**src/rtl/wb_pkg.sv**
```systemverilog
package wb_pkg;

    typedef enum logic [1:0] {
        ST_IDLE,
        ST_DRAIN,
        ST_FLUSH,
        ST_DONE
    } wb_state_e;

    localparam logic [1:0] SRC_CPU = 2'd0;
    localparam logic [1:0] SRC_PCI = 2'd1;
    localparam logic [1:0] SRC_DMA = 2'd2;

    function automatic logic [2:0] src_onehot(input logic [1:0] s);
        logic [2:0] r;
        r = 3'b000;
        case (s)
            SRC_CPU: r = 3'b001;
            SRC_PCI: r = 3'b010;
            SRC_DMA: r = 3'b100;
            default: r = 3'b000;
        endcase
        return r;
    endfunction

endpackage

```
**src/rtl/wb_lookup.sv**
```systemverilog
module wb_lookup #(
    parameter int DEPTH = 4,
    parameter int TAG_W = 28,
    parameter int IDX_W = 2
) (
    input  logic             clk,
    input  logic             rst_n,
    input  logic [DEPTH-1:0] vld,
    input  logic [TAG_W-1:0] tags [DEPTH],
    input  logic [IDX_W-1:0] head,
    input  logic             lock_head,
    input  logic [TAG_W-1:0] req_tag,
    output logic             hit,
    output logic [IDX_W-1:0] hit_idx
);

    logic [DEPTH-1:0] match;

    for (genvar g = 0; g < DEPTH; g++) begin : g_cmp
        assign match[g] = vld[g] && (tags[g] == req_tag)
                          && !(lock_head && (head == IDX_W'(g)));
    end

    always_comb begin
        hit_idx = '0;
        for (int i = DEPTH - 1; i >= 0; i--) begin
            if (match[i]) hit_idx = IDX_W'(i);
        end
    end

    assign hit = |match;


    uniq_line_chk: assert property (@(posedge clk) disable iff (!rst_n)
        $onehot0(match));

endmodule

```
**src/rtl/wb_drain_fsm.sv**
```systemverilog
module wb_drain_fsm
    import wb_pkg::*;
#(
    parameter int CNT_W = 3
) (
    input  logic             clk,
    input  logic             rst_n,
    input  logic             buf_en,
    input  logic             flush_req,
    input  logic [CNT_W-1:0] wmark,
    input  logic [CNT_W-1:0] count,
    input  logic             pop,
    input  logic             last_pop,
    output logic             drain,
    output logic             idle,
    output logic             flush_done
);

    wb_state_e state, state_nxt;
    logic      flush_pend;
    logic      take_flush;

    always_ff @(posedge clk or negedge rst_n) begin
        if (!rst_n) state <= ST_IDLE;
        else        state <= state_nxt;
    end

    always_ff @(posedge clk or negedge rst_n) begin
        if (!rst_n) flush_pend <= 1'b0;
        else        flush_pend <= flush_req | (flush_pend & ~take_flush);
    end

    always_comb begin
        state_nxt = state;
        unique case (state)
            ST_IDLE: begin
                if (flush_pend)
                    state_nxt = (count == '0) ? ST_DONE : ST_FLUSH;
                else if (count != '0 && (count >= wmark || !buf_en))
                    state_nxt = ST_DRAIN;
            end
            ST_DRAIN: if (pop)      state_nxt = ST_IDLE;
            ST_FLUSH: if (last_pop) state_nxt = ST_DONE;
            ST_DONE:                state_nxt = ST_IDLE;
        endcase
    end

    always_comb begin
        drain      = 1'b0;
        idle       = 1'b0;
        flush_done = 1'b0;
        take_flush = 1'b0;
        unique case (state)
            ST_IDLE: begin
                idle       = 1'b1;
                take_flush = flush_pend;
            end
            ST_DRAIN: drain      = 1'b1;
            ST_FLUSH: drain      = 1'b1;
            ST_DONE:  flush_done = 1'b1;
        endcase
    end


    done_pulse_chk: assert property (@(posedge clk) disable iff (!rst_n)
        flush_done |=> !flush_done);


    wmark_start_chk: assert property (@(posedge clk) disable iff (!rst_n)
        (idle && !flush_pend && buf_en && count != '0 && count >= wmark) |=> drain);

endmodule

```
**src/rtl/wr_merge_buf.sv**
```systemverilog
module wr_merge_buf
    import wb_pkg::*;
#(
    parameter int ADDR_W  = 32,
    parameter int DEPTH   = 4,
    parameter int LINE_DW = 4
) (
    input  logic                         clk,
    input  logic                         rst_n,
    input  logic                         buf_en,
    input  logic                         test_en,
    input  logic [$clog2(DEPTH+1)-1:0]   wmark,
    input  logic                         flush_req,
    output logic                         flush_done,
    input  logic                         wr_valid,
    output logic                         wr_ready,
    input  logic [1:0]                   wr_src,
    input  logic [ADDR_W-1:0]            wr_addr,
    input  logic [31:0]                  wr_data,
    input  logic [3:0]                   wr_be,
    output logic                         mem_valid,
    input  logic                         mem_ready,
    output logic [ADDR_W-1:0]            mem_addr,
    output logic [LINE_DW*32-1:0]        mem_data,
    output logic [LINE_DW*4-1:0]         mem_be,
    output logic [2:0]                   dbg_master
);

    localparam int CNT_W      = $clog2(DEPTH + 1);
    localparam int IDX_W      = (DEPTH > 1) ? $clog2(DEPTH) : 1;
    localparam int LINE_BYTES = LINE_DW * 4;
    localparam int LINE_BITS  = LINE_BYTES * 8;
    localparam int LOW_W      = $clog2(LINE_BYTES);
    localparam int TAG_W      = ADDR_W - LOW_W;

    logic [TAG_W-1:0]      ent_tag  [DEPTH];
    logic [LINE_BITS-1:0]  ent_data [DEPTH];
    logic [LINE_BYTES-1:0] ent_bv   [DEPTH];
    logic [2:0]            ent_mask [DEPTH];
    logic [DEPTH-1:0]      ent_vld;

    logic [IDX_W-1:0] head, tail, hit_idx;
    logic [CNT_W-1:0] count;
    logic [TAG_W-1:0] wr_tag;
    logic [LOW_W-3:0] wr_dw;
    logic [LINE_BYTES-1:0] lane_be;
    logic [LINE_BITS-1:0]  lane_data, lane_bits;
    logic [2:0] src_bit;
    logic hit, full, bypass, drain, idle;
    logic buf_accept, alloc, merge, pop, last_pop;
    logic unused_low;

    assign wr_tag     = wr_addr[ADDR_W-1:LOW_W];
    assign wr_dw      = wr_addr[LOW_W-1:2];
    assign unused_low = ^wr_addr[1:0];
    assign src_bit    = src_onehot(wr_src);

    function automatic logic [IDX_W-1:0] step(input logic [IDX_W-1:0] p);
        return (p == IDX_W'(DEPTH - 1)) ? '0 : p + 1'b1;
    endfunction

    always_comb begin
        lane_be   = '0;
        lane_data = '0;
        for (int d = 0; d < LINE_DW; d++) begin
            if (wr_dw == (LOW_W-2)'(d)) begin
                lane_be[d*4 +: 4]    = wr_be;
                lane_data[d*32 +: 32] = wr_data & {{8{wr_be[3]}}, {8{wr_be[2]}},
                                                   {8{wr_be[1]}}, {8{wr_be[0]}}};
            end
        end
        for (int b = 0; b < LINE_BYTES; b++) lane_bits[b*8 +: 8] = {8{lane_be[b]}};
    end

    wb_lookup #(.DEPTH(DEPTH), .TAG_W(TAG_W), .IDX_W(IDX_W)) u_lookup (
        .clk(clk), .rst_n(rst_n), .vld(ent_vld), .tags(ent_tag), .head(head),
        .lock_head(drain), .req_tag(wr_tag), .hit(hit), .hit_idx(hit_idx)
    );

    assign full       = (count == CNT_W'(DEPTH));
    assign bypass     = !buf_en && idle && (count == '0);
    assign buf_accept = buf_en && wr_valid && (hit || !full);
    assign alloc      = buf_accept && !hit;
    assign merge      = buf_accept && hit;
    assign pop        = drain && mem_ready;
    assign last_pop   = pop && (count == CNT_W'(1)) && !alloc;
    assign wr_ready   = buf_en ? (hit || !full) : (bypass && mem_ready);

    wb_drain_fsm #(.CNT_W(CNT_W)) u_fsm (
        .clk(clk), .rst_n(rst_n), .buf_en(buf_en), .flush_req(flush_req),
        .wmark(wmark), .count(count), .pop(pop), .last_pop(last_pop),
        .drain(drain), .idle(idle), .flush_done(flush_done)
    );

    always_ff @(posedge clk or negedge rst_n) begin
        if (!rst_n) begin
            head    <= '0;
            tail    <= '0;
            count   <= '0;
            ent_vld <= '0;
            for (int i = 0; i < DEPTH; i++) begin
                ent_tag[i]  <= '0;
                ent_data[i] <= '0;
                ent_bv[i]   <= '0;
                ent_mask[i] <= '0;
            end
        end else begin
            if (alloc) begin
                ent_vld[tail]  <= 1'b1;
                ent_tag[tail]  <= wr_tag;
                ent_data[tail] <= lane_data;
                ent_bv[tail]   <= lane_be;
                ent_mask[tail] <= src_bit;
                tail           <= step(tail);
            end
            if (merge) begin
                ent_data[hit_idx] <= (ent_data[hit_idx] & ~lane_bits) | lane_data;
                ent_bv[hit_idx]   <= ent_bv[hit_idx] | lane_be;
                ent_mask[hit_idx] <= ent_mask[hit_idx] | src_bit;
            end
            if (pop) begin
                ent_vld[head] <= 1'b0;
                head          <= step(head);
            end
            count <= count + CNT_W'(alloc) - CNT_W'(pop);
        end
    end

    always_comb begin
        if (drain) begin
            mem_valid = 1'b1;
            mem_addr  = {ent_tag[head], {LOW_W{1'b0}}};
            mem_data  = ent_data[head];
            mem_be    = ent_bv[head];
        end else begin
            mem_valid = bypass && wr_valid;
            mem_addr  = {wr_tag, {LOW_W{1'b0}}};
            mem_data  = lane_data;
            mem_be    = lane_be;
        end
        dbg_master = (drain && test_en) ? ent_mask[head] : 3'b000;
    end


    no_overflow_chk: assert property (@(posedge clk) disable iff (!rst_n)
        count <= CNT_W'(DEPTH));


    dbg_idle_chk: assert property (@(posedge clk) disable iff (!rst_n)
        !mem_valid |-> dbg_master == 3'b000);


    hold_chk: assert property (@(posedge clk) disable iff (!rst_n)
        (drain && !mem_ready) |=> (mem_valid && $stable(mem_addr) && $stable(mem_be)
                                   && $stable(mem_data)));


    zero_wait_chk: assert property (@(posedge clk) disable iff (!rst_n)
        (buf_en && wr_valid && count < CNT_W'(DEPTH)) |-> wr_ready);

endmodule

```
**config.mk**
```make
export PLATFORM = sky130hd
export DESIGN_NAME = wr_merge_buf
export DESIGN_NICKNAME = d
export VERILOG_FILES = /design/src/rtl/wb_pkg.sv /design/src/rtl/wb_lookup.sv /design/src/rtl/wb_drain_fsm.sv /design/src/rtl/wr_merge_buf.sv
export SDC_FILE = /design/constraint.sdc
export NUM_CORES = 2
export LEC_CHECK = 0
export CAP_MARGIN = 20
export CORE_MARGIN = 4
export CORE_UTILIZATION = 45
export DETAILED_ROUTE_END_ITERATION = 6
export PLACE_DENSITY = 0.72
export SYNTH_ARGS = -nofsm -noshare
export SYNTH_HDL_FRONTEND = slang
export SYNTH_SLANG_ARGS = --single-unit
```
**constraint.sdc**
```tcl
create_clock -name clk -period 3.78 [get_ports clk]
set_input_delay 0.378 -clock clk [delete_from_list [all_inputs] [get_ports clk]]
set_output_delay 0.378 -clock clk [all_outputs]
set_load 0.02 [all_outputs]
```
-- Word level (Yosys, flattened, before mapping)
Index checks and enable logic that the tools add are counted.
- $add $sub $neg: 4
- magnitude comparators: 10
- equal/unequal tests: 21
- mux-type cells: 85
- bitwise operators: 15
- reductions and logical operators: 48
- operators with widths (operator ; count):
    $bwmux 512 ; 2
    $mux 512 ; 2
    $mux 128 ; 7
    $bmux 128 s2 ; 2
    $demux 128 s2 ; 2
    $mux 32 ; 5
    $and 128x128->128 ; 1
    $bwmux 64 ; 2
    $mux 64 ; 2
    $not 128->128 ; 1
    $or 128x128->128 ; 1
    $bwmux 112 ; 1
    $eq 28x28->1 ; 4
    $mux 16 ; 7
    $mux 28 ; 3
    $bmux 16 s2 ; 2
    $demux 16 s2 ; 2
    $bmux 28 s2 ; 1
    $demux 28 s2 ; 1
    $and 32x32->32 ; 1
    $logic_and 1x1->1 ; 29
    $bwmux 12 ; 2
    $mux 12 ; 2
    $mux 4 ; 6
    other kinds (39) ; 95
- flip-flop bits (word level): 714
- input port bits: 80
- word-level logic and storage cells: 205
- output and inout port bits: 182

-- Depth between registers and ports, before layout
- word-level depth: 18
- gate-level depth with buffers: 19
- gate-level depth less buffers: 15

-- Modules after synthesis
A second synthesis with hierarchy kept.
- cells, all modules: 4721
- area, all modules: 44151.1 um^2
- by module, submodules not included (module ; seq. area each (um^2) ; times used ; cells an instance ; area each (um^2)):
    wr_merge_buf ; 17792.1 ; 1 ; 4524 ; 42500.8
    wb_lookup ; 0.0 ; 1 ; 166 ; 1346.3
    wb_drain_fsm ; 75.1 ; 1 ; 31 ; 304.0

-- Worst setup path before layout
Ideal clock, no wire load.
- path kind: register to register
- start: reg head[0]
- end: reg count[2]
- cell stages (with the launch flop): 20
- required time: 3657 ps
- slack: 37 ps
- library setup time: 123 ps
- period minus slack after synthesis: 3743 ps
- arrival: 3619 ps
- path buffers: 4
- cells stage by stage: dfrtp_1 > clkbuf_1 > buf_1 > clkbuf_1 > inv_1 > ha_1 > nand2_1 > nand3_1 > nor4_1 > nand3_1 > clkbuf_1 > nand2_1 > nor2_1 > inv_1 > ha_1 > inv_1 > ha_1 > fa_1 > xnor2_1 > xnor2_1
- cells in the longest elaborated chain, start to end: 10
- elaborated cells between the ends (all ways): 23
- classes of those cells: 2 x add/sub; 3 x eq/ne; 18 x reduce/logical
- ends and longest elaborated chain (item ; line ; text):
    from (decl) ; wr_merge_buf.sv:42 ; logic [IDX_W-1:0] head, tail, hit_idx;
    from (signal assigned) ; wr_merge_buf.sv:123 ; head <= step(head);
    $eq 2x1->1, or another cell as far along ; wb_lookup.sv:21 ; && !(lock_head && (head == IDX_W'(g)));
    $logic_and 1x1->1 ; wb_lookup.sv:21 ;
    $logic_not 1->1 ; wb_lookup.sv:21 ;
    $logic_and 1x1->1 ; wb_lookup.sv:21 ;
    $reduce_or 4->1 (*) ; wb_lookup.sv:31 ; assign hit = |match;
    $logic_or 1x1->1 ; wr_merge_buf.sv:82 ; assign buf_accept = buf_en && wr_valid && (hit || !full);
    $logic_and 1x1->1 ; wr_merge_buf.sv:82 ;
    $logic_and 1x1->1 (*) ; wr_merge_buf.sv:83 ; assign alloc = buf_accept && !hit;
    $add 3x1->3 (*) ; wr_merge_buf.sv:125 ; count <= count + CNT_W'(alloc) - CNT_W'(pop);
    $sub 3x1->3 (*) ; wr_merge_buf.sv:125 ;
    to (signal assigned) ; wr_merge_buf.sv:125 ;
    to (decl) ; wr_merge_buf.sv:43 ; logic [CNT_W-1:0] count;
Every way passes the cells marked *; elsewhere a longest branch is shown, timed or not.
A chain may end at the register's enable or synchronous reset.

-- Worst setup path in the final report
- start: reg u_fsm.state[1]
- end: out mem_be[2]
- cells in the longest elaborated chain, start to end: 4
- elaborated cells between the ends (all ways): 5
- classes of those cells: 2 x eq/ne; 2 x mux; 1 x reduce/logical
- ends and longest elaborated chain (item ; line ; text):
    from (decl) ; wb_drain_fsm.sv:19 ; wb_state_e state, state_nxt;
    from (signal assigned) ; wb_drain_fsm.sv:25 ; else state <= state_nxt;
    $eq 2x1->1 / $eq 2x2->1 (equally long branches) ; wb_drain_fsm.sv:53 ; unique case (state)
    $reduce_or 2->1 (no line) (*) ; - ;
    $mux 1 (*) ; wb_drain_fsm.sv:53 ;
    $mux 16 (*) ; wr_merge_buf.sv:130 ; if (drain) begin
    to (decl) ; wr_merge_buf.sv:25 ; output logic [LINE_DW*4-1:0] mem_be,
Marked as above.

==> metrics.cfg <==
[run_status]
status = finished, final reports clean

[synthesis]
ys_seq_area_share_pct = 43.8
syn_inst = 3504
yosysWarnings = 0
synthArstFlopShare_pct = 100
yosysTopAreaCellShare_pct = 43.8
syn_avg_cell_area_um2 = 11.6
synthDistinctLibCells = 61
synthTopCellsByArea = dfrtp_1 44%, mux2i_1 9.9%, mux4_2 9.7%
synth-seq-cells = 714
synth_edf_count = 0
ys.flop_type = dfrtp_1
synth_area_leader_cell = dfrtp_1
synthesis.area_um2 = 40800

[setup_path]
cp-startpoint = u_fsm.state[1]$_DFFE_PN0P_
ff2ff_setup_slack_ns = 0.35
r2r-start = u_fsm.state[1]$_DFFE_PN0P_
r2r-end = ent_data[36]$_DFF_PN0_
endpoint = mem_be[2]
startpoint_type = register
cp_max_fo = 63
critical_path_required_ns = 3.40
worstPathArrival_ns = 3.38
reg2regPathDepth = 13
critical_path_class = register to output pin
endpoint_kind = output pin

[global_route]
grtUsageTotal_pct = 29.8
grt_pass1_vias = 33400
antenna_found_initial = 12
grt_max_degree = 100
grt_overflow = 0
grt_pass1_wl_mm = 217

[power_and_ir_drop]
seq_power_share_pct = 33.8
p_leak_uw = 0.0204
p_per_area_nw_per_um2 = 732
power.share.clock_pct = 23.2
p_switching_uw = 13500
combinationalPowerShare_pct = 43.1
p_total_uw = 36200
swShare_pct = 37.3
peakVddDrop_mv = 0.597
p_int_uw = 22700

[routing]
num_vias = 33500
drcViolationCount = 0
ant_nets = 0
drt_iter0_markers = 4120
wl_per_cell_um = 28.4
dr.pass1.iters = 6
drt-vias-per-instance = 6.56
wirelength_mm = 145

[finish]
final_nets = 3950
area_growth_pct = 21.3
drive_gt1_share_pct = 22.2
postLayoutCellArea_um2 = 49500
final_cell_mix = 712 x dfrtp_1, 425 x a22o_1, 402 x mux2i_1
final_common_cell = dfrtp_1

[floorplan]
die_area_um2 = 95500
die_x_um = 309
die_h_um = 309
core_area_um2 = 90000
ios = 262
rows = 110
initial_core_util_pct = 45.3

[timing]
max_freq_mhz = 266
fin_crit_ns = 3.76
slew_headroom_pct = 33.7
fin_crit_sh_pct = 99.5
skew_ns = 0.0306
finalHoldViolCount = 0
rsz0062_at_grt = true
setup-violations-final = 0
slew_viol_final = 0
tightest_slew_ns = 0.991

[place]
place.gp.congestion = 0.932
io_buffers = 255
dpl.hpwl_mm = 95.4
placed_area_um2 = 46500

[clock_tree]
insertion_delay_ns = 0.67
clock_tree.root_cell = clkbuf_16
postCtsSetupRepairBufs = 0
cts_tree = built
cts_buffers = 81
clk_pin_slew_ns = 0.06
clock_path_buffers = 3
cts_sinks = 714
htreeDepth = 3

[job]
maxCapViolations = 0

[hold_path]
hold_path.class = primary input to register

kinds of logic (layout without fill, tap and decap cells):
kind of cell	count (synthesis)	count (layout)	synth area share, %
buf+inv	304	715	3.67
fa+ha+maj	18	18	0.571
mux	817	817	26.2
other cells	1	10	0.00920
compound gates	1053	1053	17.1
flops	714	714	43.8
simple gates	481	481	6.14
xor+xnor	116	116	2.49
power by group through the flow:
stage / clock network [µW] / logic [µW] / registers (µW)
floorplan: 0 / 10000 / 11600
global placement: 0 / 15000 / 12100
detailed placement: 0 / 15200 / 12200
CTS: 8440 / 15500 / 12100
global route: 8750 / 16500 / 12500
finish: 8380 / 15600 / 12200
worst min path at each step:
stage / start / endpoint / slack [ns] / cells past startpoint
after global placement: ent_bv[63]$_DFF_PN0_ / ent_bv[63]$_DFF_PN0_ / 0.46 / 1
after floorplan: rst_n / count[0]$_DFF_PN0_ / 0.08 / 0
final: flush_req / u_fsm.flush_pend$_DFF_PN0_ / 0.31 / 2
after detailed placement: ent_mask[10]$_DFF_PN0_ / ent_mask[10]$_DFF_PN0_ / 0.48 / 1
after global routing: flush_req / u_fsm.flush_pend$_DFF_PN0_ / 0.31 / 2
after CTS: flush_req / u_fsm.flush_pend$_DFF_PN0_ / 0.28 / 2
registers in the layout, indices dropped and copies added (netlist names):
name / cells
count: 3
ent_bv: 64
ent_data: 512
ent_mask: 12
ent_tag: 112
ent_vld: 4
head: 2
tail: 2
u_fsm.flush_pend: 1
u_fsm.state: 2
what timing repair did:
item / CTS / global route
cloned: 1 / 2
hold buffers: 1 / 0
resized for setup: 9 / 4
endpoints found under the setup margin: 42 / 43
endpoints found under the hold margin: 79 / 0
worst max-delay path: stages (launching register included):
cell and delay [ns]:
dfrtp_1 0.41, inv_1 0.13, ha_4 0.26, buf_16 0.21, buf_16 0.27, o21ai_0 0.65, clkdlybuf4s50_1 0.74
Yosys cell counts (3+ instances only):
cell type / instances
a22o_1: 425
a221o_1: 3
clkbuf_1: 146
o22a_1: 6
o22ai_1: 3
xnor2_1: 102
a21oi_1: 160
nor3_1: 3
dfrtp_1: 714
nor4_1: 11
nand2_1: 186
o21a_1: 3
mux2_2: 240
ha_1: 17
nor2b_1: 5
a21o_1: 3
nand2b_1: 3
a22oi_1: 4
or4_1: 3
buf_4: 17
nor3b_1: 6
nor4b_1: 5
buf_2: 56
mux4_2: 175
mux2i_1: 402
o21ai_1: 174
a221oi_1: 3
inv_1: 25
nand3_1: 24
o21ai_0: 256
xor2_1: 14
buf_1: 39
nand4_1: 41
or3_1: 3
and3_1: 82
and2_1: 70
nor2_1: 25
buf_8: 17
buf_6: 4
final cells by class:
class	instances	area, µm²
Fill cell	7535	40500
Clock inverter	35	482
Multi-Input combinational cell	2489	21500
Antenna cell	6	15.0
Tap cell	1176	1470
Sequential cell	714	17900
Inverter	25	93.8
Timing Repair Buffer	541	5660
Clock buffer	114	2340
per-layer routing:
| layer | up-vias | GRT usage, % | wire length, µm |
|---|---|---|---|
| met1 | 16900 | 40.7 | 56500 |
| met4 | 4 | 14.3 | 7710 |
| met2 | 2040 | 44.7 | 64300 |
| met3 | 388 | 7.48 | 16500 |
| li1 | 14100 | - | - |
| met5 | - | 0 | 21 |
through the flow:
step / utilization, % / setup slack [ns] / std cells / TNS [ns] / hold slack (ns)
after floorplan: - / 0.0374 / 3507 / 0 / 0.0824
after global placement: 51.6 / 0.0277 / 4941 / 0 / 0.463
after detailed placement: 51.6 / -0.0604 / 4941 / -1.70 / 0.483
after CTS: 54.9 / 0.0130 / 5092 / 0 / 0.281
after global routing: 54.9 / -0.0335 / 5095 / -0.0335 / 0.313
final: 55.0 / 0.0206 / 5100 / 0 / 0.309
(Power assumes the default switching activity.)
